$ cat src/rtl/sdcmd_pkg.sv
`timescale 1ns/1ps
package sdcmd_pkg;
    typedef enum logic [2:0] {
        S_IDLE, S_TX, S_WAIT, S_RX, S_BUSY
    } sd_state_e;

    typedef enum logic [1:0] {
        RSP_NONE  = 2'd0,
        RSP_SHORT = 2'd1,
        RSP_LONG  = 2'd2,
        RSP_BUSY  = 2'd3
    } rsp_kind_e;

    // one serial step of CRC7 (x^7 + x^3 + 1)
    function automatic logic [6:0] crc7_step(input logic [6:0] c, input logic b);
        logic fb;
        fb = c[6] ^ b;
        return {c[5:0], 1'b0} ^ (fb ? 7'h09 : 7'h00);
    endfunction
endpackage

$ cat src/rtl/sdcmd_crc7.sv
`timescale 1ns/1ps
module sdcmd_crc7 (
    input  logic       clk,
    input  logic       rst_n,
    input  logic       clr,
    input  logic       en,
    input  logic       din,
    output logic [6:0] crc
);
    import sdcmd_pkg::*;

    always_ff @(posedge clk or negedge rst_n) begin
        if (!rst_n)   crc <= '0;
        else if (clr) crc <= '0;
        else if (en)  crc <= crc7_step(crc, din);
    end
endmodule

$ cat src/rtl/sdcmd_timer.sv
`timescale 1ns/1ps
module sdcmd_timer #(
    parameter int CW = 7
) (
    input  logic          clk,
    input  logic          rst_n,
    input  logic          clr,
    output logic [CW-1:0] cnt
);
    always_ff @(posedge clk or negedge rst_n) begin
        if (!rst_n)          cnt <= '0;
        else if (clr)        cnt <= '0;
        else if (~&cnt)      cnt <= cnt + 1'b1;
    end
endmodule

$ cat src/rtl/sdcmd_engine.sv
`timescale 1ns/1ps
module sdcmd_engine #(
    parameter int LAT_SHORT = 5,
    parameter int LAT_LONG  = 64,
    parameter int BUSY_HOLD = 2
) (
    input  logic         clk,
    input  logic         rst_n,
    input  logic         arg_we,
    input  logic [31:0]  arg_wdata,
    input  logic         cmd_we,
    input  logic [9:0]   cmd_wdata,
    input  logic         cmd_in,
    output logic         cmd_out,
    output logic         cmd_oe,
    input  logic         dat0_in,
    output logic         st_ready,
    output logic         st_notbusy,
    output logic         st_timeout,
    output logic         st_crcerr,
    output logic         st_overrun,
    output logic [127:0] rsp_data
);
    import sdcmd_pkg::*;

    localparam int CNT_W = $clog2(LAT_LONG + BUSY_HOLD + 1);
    localparam logic [CNT_W-1:0] WIN_S     = CNT_W'(LAT_SHORT - 1);
    localparam logic [CNT_W-1:0] WIN_L     = CNT_W'(LAT_LONG - 1);
    localparam logic [CNT_W-1:0] HOLD_LAST = CNT_W'(BUSY_HOLD - 1);
    localparam logic [7:0] TX_PAYLOAD = 8'd40;
    localparam logic [7:0] TX_LAST    = 8'd47;
    localparam logic [7:0] HDR_BITS   = 8'd8;
    localparam logic [7:0] LONG_CRC_END = 8'd128;
    localparam logic [7:0] LONG_LAST  = 8'd135;

    sd_state_e state_q, state_d;
    rsp_kind_e kind_q;
    logic [31:0]  arg_q;
    logic [39:0]  txsh_q;
    logic         od_q, lat_q;
    logic [7:0]   pos_q;
    logic [126:0] sh_q;
    logic [CNT_W-1:0] wcnt;
    logic [6:0]   tx_crc, rx_crc;

    logic launch, tx_bit, rx_valid, is_long, rx_crc_en;
    logic [7:0] rx_pos, last_pos;
    logic [CNT_W-1:0] win_last;

    assign launch   = cmd_we && (state_q == S_IDLE);
    assign is_long  = (kind_q == RSP_LONG);
    assign last_pos = is_long ? LONG_LAST : TX_LAST;
    assign win_last = lat_q ? WIN_L : WIN_S;
    assign rx_valid = ((state_q == S_WAIT) && !cmd_in) || (state_q == S_RX);
    assign rx_pos   = (state_q == S_RX) ? pos_q : 8'd0;
    assign rx_crc_en = rx_valid && (is_long ? (rx_pos >= HDR_BITS && rx_pos < LONG_CRC_END)
                                            : (rx_pos < TX_PAYLOAD));

    always_comb begin
        if (pos_q < TX_PAYLOAD)   tx_bit = txsh_q[39];
        else if (pos_q < TX_LAST) tx_bit = tx_crc[3'(8'd46 - pos_q)];
        else                      tx_bit = 1'b1;
    end

    sdcmd_crc7 u_tx_crc (
        .clk(clk), .rst_n(rst_n), .clr(launch),
        .en((state_q == S_TX) && (pos_q < TX_PAYLOAD)),
        .din(txsh_q[39]), .crc(tx_crc)
    );

    sdcmd_crc7 u_rx_crc (
        .clk(clk), .rst_n(rst_n), .clr(state_q == S_TX),
        .en(rx_crc_en), .din(cmd_in), .crc(rx_crc)
    );

    sdcmd_timer #(.CW(CNT_W)) u_timer (
        .clk(clk), .rst_n(rst_n), .clr(state_d != state_q), .cnt(wcnt)
    );

    // next state
    always_comb begin
        state_d = state_q;
        unique case (state_q)
            S_IDLE: if (launch) state_d = S_TX;
            S_TX:   if (pos_q == TX_LAST)
                        state_d = (kind_q == RSP_NONE) ? S_IDLE : S_WAIT;
            S_WAIT: if (!cmd_in)             state_d = S_RX;
                    else if (wcnt == win_last) state_d = S_IDLE;
            S_RX:   if (pos_q == last_pos)
                        state_d = (kind_q == RSP_BUSY) ? S_BUSY : S_IDLE;
            S_BUSY: if (wcnt >= HOLD_LAST && dat0_in) state_d = S_IDLE;
            default: state_d = S_IDLE;
        endcase
    end

    // state register
    always_ff @(posedge clk or negedge rst_n) begin
        if (!rst_n) state_q <= S_IDLE;
        else        state_q <= state_d;
    end

    // datapath and flags
    always_ff @(posedge clk or negedge rst_n) begin
        if (!rst_n) begin
            arg_q <= '0; txsh_q <= '0; od_q <= 1'b0; lat_q <= 1'b0;
            kind_q <= RSP_NONE; pos_q <= '0; sh_q <= '0; rsp_data <= '0;
            st_timeout <= 1'b0; st_crcerr <= 1'b0; st_overrun <= 1'b0;
        end else begin
            if (arg_we) arg_q <= arg_wdata;
            if (cmd_we && state_q != S_IDLE) st_overrun <= 1'b1;
            if (launch) begin
                txsh_q <= {1'b0, 1'b1, cmd_wdata[5:0], arg_q};
                kind_q <= rsp_kind_e'(cmd_wdata[7:6]);
                od_q   <= cmd_wdata[8];
                lat_q  <= cmd_wdata[9];
                pos_q  <= '0;
                sh_q   <= '0;
                st_timeout <= 1'b0;
                st_crcerr  <= 1'b0;
                st_overrun <= 1'b0;
            end
            if (state_q == S_TX) begin
                txsh_q <= {txsh_q[38:0], 1'b0};
                pos_q  <= pos_q + 8'd1;
            end
            if (state_q == S_WAIT) begin
                pos_q <= 8'd1;
                if (cmd_in && wcnt == win_last) st_timeout <= 1'b1;
            end
            if (state_q == S_RX) pos_q <= pos_q + 8'd1;
            if (rx_valid && rx_pos >= HDR_BITS) sh_q <= {sh_q[125:0], cmd_in};
            if (state_q == S_RX && pos_q == last_pos) begin
                rsp_data  <= is_long ? {sh_q, cmd_in} : {96'b0, sh_q[38:7]};
                st_crcerr <= (rx_crc != sh_q[6:0]);
            end
        end
    end

    // outputs
    always_comb begin
        st_ready   = (state_q == S_IDLE);
        st_notbusy = (state_q != S_BUSY);
        cmd_oe     = 1'b0;
        cmd_out    = 1'b1;
        if (state_q == S_TX) begin
            cmd_oe  = od_q ? !tx_bit : 1'b1;
            cmd_out = od_q ? 1'b0 : tx_bit;
        end
    end

    p_launch_start_r1: assert property (@(posedge clk) disable iff (!rst_n)
        (st_ready && cmd_we) |=> (cmd_oe && !cmd_out));
    p_line_quiet_r3: assert property (@(posedge clk) disable iff (!rst_n)
        (state_q != S_TX) |-> !cmd_oe);
    p_none_ready_r4: assert property (@(posedge clk) disable iff (!rst_n)
        (state_q == S_TX && pos_q == TX_LAST && kind_q == RSP_NONE) |=> st_ready);
    p_window_r5: assert property (@(posedge clk) disable iff (!rst_n)
        (state_q == S_WAIT) |-> (wcnt <= win_last));
    p_busy_gate_r8: assert property (@(posedge clk) disable iff (!rst_n)
        !st_notbusy |-> !st_ready);
    p_overrun_r9: assert property (@(posedge clk) disable iff (!rst_n)
        (!st_ready && cmd_we) |=> st_overrun);
endmodule

$ cat config.mk
export PLATFORM = sky130hd
export DESIGN_NAME = sdcmd_engine
export DESIGN_NICKNAME = d
export VERILOG_FILES = /design/src/rtl/sdcmd_pkg.sv /design/src/rtl/sdcmd_crc7.sv /design/src/rtl/sdcmd_timer.sv /design/src/rtl/sdcmd_engine.sv
export SDC_FILE = /design/constraint.sdc
export NUM_CORES = 1
export LEC_CHECK = 0
export BUFFER_PORTS_ARGS = -buffer_cell sky130_fd_sc_hd__buf_2
export CAP_MARGIN = 0
export CORE_MARGIN = 2
export CORE_UTILIZATION = 45
export DETAILED_ROUTE_END_ITERATION = 10
export GPL_TIMING_DRIVEN = 1
export HOLD_SLACK_MARGIN = 0.02
export PLACE_DENSITY = 0.63
export SETUP_SLACK_MARGIN = 0.1
export SLEW_MARGIN = 20
export SYNTH_ARGS = -nofsm -noshare
export SYNTH_HDL_FRONTEND = slang
export SYNTH_SLANG_ARGS = --single-unit
$ cat constraint.sdc
create_clock -name clk -period 3.5 [get_ports clk]
set_input_delay 0.7 -clock clk [delete_from_list [all_inputs] [get_ports clk]]
set_output_delay 0.7 -clock clk [all_outputs]
set_load 0.02 [all_outputs]
# == After elaboration in Yosys (flattened, before gate mapping) ==
# Index checks and enable logic that the tools add are counted.
# word_totals
elab_cells,111
reg_bits,366
out_inout_bits,135
# classes
n_eq_ne,13
bitwise_logic,4
magnitude_cmp,7
n_addsub,3
n_mux,45
n_reduce_logical,24
# op_table
operator,count
127-bit 2-to-1 mux,2
128-bit 2-to-1 mux,1
40-bit 2-to-1 mux,2
8-bit 2-to-1 mux,6
7-bit 2-to-1 mux,6
"8-bit by 6-bit less-than comparator with 1-bit output, second input constant",3
3-bit 2-to-1 mux,7
1-bit 2-to-1 mux,15
3-bit case mux with 5 select lines,1
7-bit bitwise XOR,2
2-bit nonzero test,6
1-bit logical AND,10
"8-bit by 1-bit adder with 8-bit output, second input constant",1
"8-bit by 6-bit == test with 1-bit output, second input constant",1
8-bit == test,1
"8-bit by 4-bit greater-or-equal comparator with 1-bit output, second input constant",1
"8-bit less-than comparator, second input constant",1
4-bit 2-to-1 mux,2
"7-bit by 1-bit adder with 7-bit output, second input constant",1
7-bit by 6-bit == test with 1-bit output,1
"7-bit by 1-bit greater-or-equal comparator with 1-bit output, second input constant",1
7-bit != test,1
7-bit AND reduction,1
"3-bit by 2-bit == test with 1-bit output, second input constant",2
other kinds (18),21

# == Longest topological paths before layout ==
# Gate-level depths: netlist (run 1).
# depth
word_depth,8
ltp_mapped,8

# == Hierarchy ==
# From an unflattened synthesis (run 1), not the netlist that was laid out.
# hier_totals
cells_unflattened,1596
area_unflattened_um2,15439.8
# by_module_without_submodules
mod,cells_per_inst,n_inst,area_each_um2
sdcmd_engine,1509,1,14445.1
sdcmd_crc7,28,2,320.3
sdcmd_timer,31,1,354.1

# == Least setup slack after synthesis (run 1) ==
# OpenSTA, ideal clock, no wires.
# synth_path
path_type,flip-flop to output port
from,register pos_q[1]
to,output cmd_oe
path_stages_with_launch,7
path_slack_ns,0.483
arrival_ns,2.317
path_cell_list,dfrtp_1 > ha_1 > mux4_2 > or3b_1 > a311oi_1 > nor3_1 > o22ai_1
# synth_between
elab_chain_len,8
elab_cells_between_ends,10
classes_between,add/sub (1); order compare (2); mux (6); reduce/logical (1)
# synth_rtl
element,line_no,rtl
start: declaration,sdcmd_engine.sv:41,logic [7:0] pos_q;
start signal: assignment,sdcmd_engine.sv:124,pos_q <= pos_q + 8'd1;
start signal: assignment,sdcmd_engine.sv:130,if (state_q == S_RX) pos_q <= pos_q + 8'd1;
3-bit subtractor,sdcmd_engine.sv:61,else if (pos_q < TX_LAST) tx_bit = tx_crc[3'(8'd46 - pos_q)];
1-bit binary-select mux with 3-bit select,sdcmd_engine.sv:61,
1-bit 2-to-1 mux (not written as such),sdcmd_engine.sv:61,
1-bit 2-to-1 mux,sdcmd_engine.sv:61,
1-bit 2-to-1 mux (*),sdcmd_engine.sv:60,if (pos_q < TX_PAYLOAD) tx_bit = txsh_q[39];
1-bit logical NOT (*),sdcmd_engine.sv:146,cmd_oe = od_q ? !tx_bit : 1'b1;
1-bit 2-to-1 mux (*),sdcmd_engine.sv:146,
1-bit 2-to-1 mux (*),sdcmd_engine.sv:145,if (state_q == S_TX) begin
end: declaration,sdcmd_engine.sv:15,"output logic cmd_oe,"
# Mark *: on every way between the ends. The rest lies on a longest branch, timed or not. The select of a mux whose other input is x is not followed.

# == Final worst setup path (run 1) ==
# layout_path
from,register pos_q[0]
to,output cmd_out
# layout_between
elab_chain_len,7
elab_cells_between_ends,9
classes_between,add/sub (1); order compare (2); mux (6)
# layout_rtl
element,line_no,rtl
3-bit subtractor,sdcmd_engine.sv:61,
1-bit binary-select mux with 3-bit select,sdcmd_engine.sv:61,
1-bit 2-to-1 mux (not written as such),sdcmd_engine.sv:61,
1-bit 2-to-1 mux,sdcmd_engine.sv:61,
1-bit 2-to-1 mux (*),sdcmd_engine.sv:60,
1-bit 2-to-1 mux (*),sdcmd_engine.sv:147,cmd_out = od_q ? 1'b0 : tx_bit;
1-bit 2-to-1 mux (*),sdcmd_engine.sv:145,
end: declaration,sdcmd_engine.sv:14,"output logic cmd_out,"
# Marked as above.

==> impl_results.md, run 1 <==
* Most instantiated cells after synthesis: 587 x nand2_1, 366 x dfrtp_1, 183 x o21ai_0
* R2r setup slk at 1.18 ns
* Hold Fails Final Rpt at 0
* All-Layer GR Usage at 19.2%
* Final non-filler cell total at 2258
* Top post-synthesis cells by area: dfrtp_1 59%, nand2_1 14%, o21ai_0 5.9%, nand3_1 3.7%, mux2i_1 2.7%
* Iteration-0 DRC Markers at 716
* CTS Buf Count at 40
* Post-Syn Area at 15400 um2
* Fillers at 3127
* Mapped Nets at 1696
* Core Box Area at 33600 um2
* H-tree levels at 2
* Largest net degree at the start of global routing at 177
* Area grow syn2layout at 18.2%
* Mapped Avg Cell Area at 9.37 um2
* Setup crit end: cmd_out
* TritonCTS Sinks at 366
* Relative slew margins at 39.3%
* Top-area cell type share of the netlist area at 59.4%
* Post-synth EDFFs at 0
* DR vias at 11500
* Placed cell count at 2184
* Wirelength, routed at 34.0 mm
* CTS tree: built
* Start of the worst register-to-register path: state_q[2]
* Antenna Cells at 0
* Die H at 189 um
* Routed len/inst at 15.1 um
* Number of global-route vias before repair at 11200
* Share of layout cells above drive strength 1 at 17.9%
* GRT Residual Overflow at 0
* Yosys synthesis warning count at 0
* Status: completed
* Final setup vio count at 0
* Remaining DRCs at 0
* Area leader, netlist: dfrtp_1
* Port buffer count at 182
* Final Max Tran Viols at 0
* Skew final at 0.0213 ns
* IR drop worst, VDD at 0.326 mV
* Post-synthesis sequential area ratio at 59.4%
* Flop and latch count out of synthesis at 366
* CP endpoint kind: output pin
* Clk_lat worst skew at 0.53 ns
* Area taken by multi-input logic gates at 5810 um2
* Global-route wire length before repair at 57.0 mm
* ANT nets after route at 0
* Number of top-level pins at 183
* Core Rows at 67
* Mapped Cells at 1645
* Max-cap check violation count at 0
* FF/Latch Area at 9160 um2
* Setup_tns at 0 ns
* Final #Nets at 1832
* Crit-path max FO at 2
* Pwr per Cell Area at 500 nW/um2
* Type of the worst setup path: flip-flop to output pin
* GPL Wtd Cong at 0.824
* Required time of the critical path at 2.80 ns
* CTS max path bufs at 3
* Chip Width at 189 um
* Hpwl dp at 21.2 mm
* Number of vias per cell at 5.10
* Primary FF master, synth: dfrtp_1
* Setup repair after global routing missed its margin: true
* Final worst-path cycle share at 98.7%
* Clock-pin slew on the worst setup and hold paths at 0.06 ns
* R2R cell count at 4
* Slew @ Worst Pin at 0.911 ns
* Crit Reg-Reg Endpoint: sh_q[91]
* P_leak at 9.04 nW
* Fin crit period at 3.46 ns
* Startpoint Class: flip-flop
* Drt pass-1 iters at 5
* Max Clk Rate at 0.289 GHz
* Asr flop ratio synth at 100%
* Clock tree root buffer cell: clkbuf_16
* Most common cell in the netlist: nand2_1
* Initial antenna violation count at 0
* Die ar. at 35800 um2
* HP Class: primary input to asynchronous set/reset pin
* WP data arrival at 2.76 ns
* Initial core utilization at 45.9%
* Worst setup path start: pos_q[0]
* Unique masters post-synth at 55
## routing by layer
| metal | share of wire, % | routed length, um | GRT usage (%) |
|---|---|---|---|
| met5 | 0 | 0 | 0 |
| met4 | 1.9 | 651 | 4.90 |
| met3 | 3.9 | 1320 | 2.74 |
| met2 | 46 | 15600 | 30.4 |
| met1 | 48 | 16400 | 28.0 |
## cells in the final DEF, fill, tap and decap left out, types with 2 or more instances in the layout
cell | synthesis | routed
clkbuf_8 | 0 | 5
bufinv_16 | 0 | 7
clkbuf_1 | 79 | 12
mux2_2 | 33 | 33
or2_2 | 2 | 2
nand2_1 | 587 | 586
nand3_1 | 114 | 113
a2bb2oi_1 | 2 | 2
o21ai_0 | 183 | 183
nor3_2 | 1 | 2
clkinv_2 | 0 | 4
inv_1 | 8 | 8
a41oi_1 | 2 | 2
ha_1 | 3 | 2
nor2_1 | 58 | 58
and2_1 | 3 | 3
clkbuf_16 | 0 | 40
and4_1 | 4 | 4
or3b_1 | 2 | 2
buf_2 | 32 | 180
a211oi_1 | 6 | 6
or4_1 | 3 | 3
a31oi_1 | 38 | 38
nor3_1 | 5 | 3
o31ai_1 | 2 | 2
nand4_1 | 4 | 4
xor2_1 | 6 | 6
o22ai_1 | 2 | 2
dfrtp_1 | 366 | 365
and3_1 | 3 | 3
buf_4 | 2 | 22
buf_12 | 0 | 10
xnor2_1 | 9 | 9
a21oi_1 | 10 | 9
nand3b_1 | 2 | 2
and3b_1 | 2 | 2
nor2b_1 | 4 | 3
mux2i_1 | 41 | 41
## sequential cells by signal (all words and copies together) (netlist names)
name	count
rsp_data	128
sh_q	127
txsh_q	40
arg_q	32
pos_q	8
u_rx_crc.crc	7
u_timer.cnt	7
u_tx_crc.crc	7
state_q	3
kind_q	2
lat_q	1
od_q	1
st_crcerr	1
st_overrun	1
st_timeout	1
## area by class of cell
cell class / instances / share of cell area [%]
clock buffer: 57 / 6.12
clock inverter: 14 / 1.44
inverter: 8 / 0.165
multi-input combinational: 1152 / 31.9
sequential: 366 / 50.3
tap: 448 / 3.08
timing repair buffer: 213 / 7.03
## worst min-delay path by stage
stage,from,to,slack (ns),cells after the start
2_1_floorplan,rst_n,arg_q[0],0.40,0
3_3_place_gp,txsh_q[38],txsh_q[39],0.44,2
3_5_place_dp,rsp_data[60],rsp_data[60],0.45,2
4_1_cts,rst_n,sh_q[124],0.18,1
5_1_grt,rst_n,sh_q[124],0.20,1
6_report,rst_n,sh_q[124],0.17,1
## critical path, stage by stage, from the launching register on
cell and delay [ns]:
dfrtp_1 0.42, ha_4 0.29, mux4_2 0.49, or3b_1 0.37, a311oi_2 0.27, nor3_2 0.08, a2bb2oi_1 0.13, buf_2 0.19
## power by group
part           total (mW)  internal, mW  leakage [nW]  switching [mW]
Sequential           4.37          4.31          4.31          0.0588
Clock                4.40          2.74         0.669            1.66
Combinational       0.344         0.144          4.07           0.200
Total                9.12          7.19          9.04            1.92
## timing repair
action / 4_1_cts / 5_1_grt
gates cloned: 0 / 0
hold endpoints to repair: 0 / 0
endpoints found under the setup margin: 2 / 2
pin swaps: 3 / 1
hold buffers: 0 / 0
setup buffers: 2 / 1
resized for setup: 3 / 2
## logic make-up after synthesis
kind of cell	share of synthesized area (%)
XOR/XNOR	0.852
multiplexers	5.22
adder cells (fa/ha/maj)	0.243
AO/OA/AOI/OAI	9.36
AND/OR/NAND/NOR	21.5
flip-flops	59.4
buffers and inverters	3.40
## metrics by stage
stage	utilization [%]	hold slack (ns)	cell area, um2	total power, mW	setup WS [ns]
2_1_floorplan	-	0.404	15400	4.61	0.483
3_3_place_gp	50.0	0.444	16800	4.78	0.405
3_5_place_dp	50.0	0.451	16800	4.79	0.387
4_1_cts	54.1	0.177	18200	9.23	0.0172
5_1_grt	54.2	0.202	18200	9.46	-0.0463
6_report	54.2	0.171	18200	9.12	0.0439
No activity file was read; power rests on OpenSTA's default activity.
==> run 2: changes to the inputs <==
--- a/config.mk
+++ b/config.mk
@@ -7,6 +7,7 @@
 export LEC_CHECK = 0
 export BUFFER_PORTS_ARGS = -buffer_cell sky130_fd_sc_hd__buf_2
 export CAP_MARGIN = 0
+export CORE_ASPECT_RATIO = 1.4
 export CORE_MARGIN = 2
 export CORE_UTILIZATION = 45
 export DETAILED_ROUTE_END_ITERATION = 10
==> impl_results.md, run 2 (synthesis results as in run 1) <==
* Initial core utilization at 45.4%
* HP Class: primary input to asynchronous set/reset pin
* ANT nets after route at 0
* Relative slew margins at 47.0%
* Total power at 8.57 mW
* CTS tree: built
* Biggest regs: rsp_data (128), sh_q (127), txsh_q (40)
* CP endpoint kind: output pin
* Worst path max stage delay at 0.49 ns
* CTS Buf Count at 36
* Initial antenna violation count at 0
* Final instance area at 18000 um2
* Number of global-route vias before repair at 11400
* R2r setup slk at 1.09 ns
* Iteration-0 DRC Markers at 698
* Type of the worst setup path: flip-flop to output pin
* Skew final at 0.0156 ns
* Critical-path top delay cell: mux4_2
* Hold Fails Final Rpt at 0
* Max-cap check violation count at 0
* CTS max path bufs at 3
* Clock tree root buffer cell: clkbuf_16
* Share of layout cells above drive strength 1 at 17.3%
* Status: completed
* Leading cell types in the layout, fill and taps excluded: 586 x nand2_1, 365 x dfrtp_1, 183 x o21ai_0
* Fillers at 3113
* Clock-pin slew on the worst setup and hold paths at 0.06 ns
* Startpoint Class: flip-flop
* Die ar. at 35800 um2
* Global-route wire length before repair at 57.3 mm
* Crit-path max FO at 2
* WP data arrival at 2.78 ns
* Placed Area at 16800 um2
* Crit. path cell count at 7
* GPL Wtd Cong at 0.784
* Area taken by multi-input logic gates at 5810 um2
* Fin crit period at 3.48 ns
* Number of vias per cell at 5.16
* Max FFs per register at 128
* Final worst-path cycle share at 99.5%
* Hold_buf cts at 0
* R2R cell count at 5
* Hpwl dp at 21.3 mm
* GRT Residual Overflow at 0
* Setup repair after global routing missed its margin: true
* Most common cell after layout, fill and taps aside: nand2_1
* Max Clk Rate at 0.287 GHz
* Port buffer count at 182
* Routed len/inst at 15.1 um
* Final #Nets at 1819
* IR drop worst, VDD at 0.441 mV
* Worst path cell trace: ha_4 > mux4_2 > or3b_1 > a311oi_2 > nor3_2 > a2bb2oi_1 > buf_4
* Top Family by Delay on Critical Path: multiplexers
* Slew @ Worst Pin at 0.795 ns
* Area grow syn2layout at 16.7%
* Die H at 223 um
* Pwr per Cell Area at 476 nW/um2
* Clk_lat worst skew at 0.54 ns
* DR vias at 11600
* Final hold slack at 0.152 ns
* H-tree levels at 2
* Required time of the critical path at 2.80 ns
* Core Box Area at 33900 um2
* Drt pass-1 iters at 5
* Bufs and invs on worst path at 1
* Core Rows at 80
* P_leak at 8.92 nW
* All-Layer GR Usage at 19.2%
* Antenna Cells at 0
* Number of top-level pins at 183
* TritonCTS Sinks at 366
* Final Max Tran Viols at 0
* Remaining DRCs at 0
* FF/Latch Area at 9160 um2
* Most flops, register: rsp_data
* Largest net degree at the start of global routing at 163
* Chip Width at 160 um
* Setup_tns at 0 ns
* Wirelength, routed at 33.8 mm
* Final setup vio count at 0
-- run 2: cell types whose count changed in the layout (fill, tap and decap cells not counted), moves of 3 or more --
cell / before / now
clkinv_2: 4 / 8
clkbuf_1: 12 / 8
buf_4: 22 / 11
clkbuf_16: 40 / 36
bufinv_16: 7 / 3
buf_12: 10 / 13
-- run 2: path summary, 6_finish.rpt --
path / from / end
worst min register to register: rsp_data[90] / rsp_data[90]
worst min-delay path: rst_n / rsp_data[11]
max in group asynchronous: rst_n / txsh_q[14]
min in group clk: cmd_wdata[8] / od_q
worst max-delay path: pos_q[1] / cmd_out
worst max register to register: state_q[2] / u_rx_crc.crc[2]
-- run 2: final cells by class --
class | count | share of cell area (%)
Clock inverter | 14 | 0.973
Multi-Input combinational cell | 1152 | 32.3
Clock buffer | 49 | 5.56
Sequential cell | 366 | 50.9
Timing Repair Buffer | 204 | 6.97
Tap cell | 451 | 3.14
Inverter | 8 | 0.167
-- run 2: per-stage QoR --
step | utilization [%] | std cells | setup slack (ns)
final | 53.0 | 2244 | 0.0191
after global routing | 53.0 | 2244 | -0.0995
after CTS | 53.0 | 2244 | -0.00661
after detailed placement | 49.4 | 2179 | 0.399
after global placement | 49.4 | 2179 | 0.379
after floorplan | - | 1645 | 0.483
-- run 2: metal layers --
| layer | share of wire, % | global-route usage [%] | vias up |
|---|---|---|---|
| li1 | - | - | 5712 |
| met1 | 45 | 26.1 | 5577 |
| met2 | 49 | 31.9 | 243 |
| met3 | 4.3 | 3.23 | 36 |
| met4 | 2.0 | 5.38 | 0 |
| met5 | 0 | 0 | - |
-- run 2: report_power, final --
| part | total [mW] | internal (mW) | switching [mW] |
|---|---|---|---|
| sequential | 4.37 | 4.31 | 0.0534 |
| clock | 3.86 | 2.24 | 1.62 |
| combinational | 0.345 | 0.146 | 0.198 |
-- run 2: what timing repair did --
| item | in CTS | in global routing |
|---|---|---|
| resized for setup | 4 | 2 |
| buffers inserted | 2 | 0 |
| setup endpoints to repair | 2 | 2 |
| pin swaps | 3 | 3 |
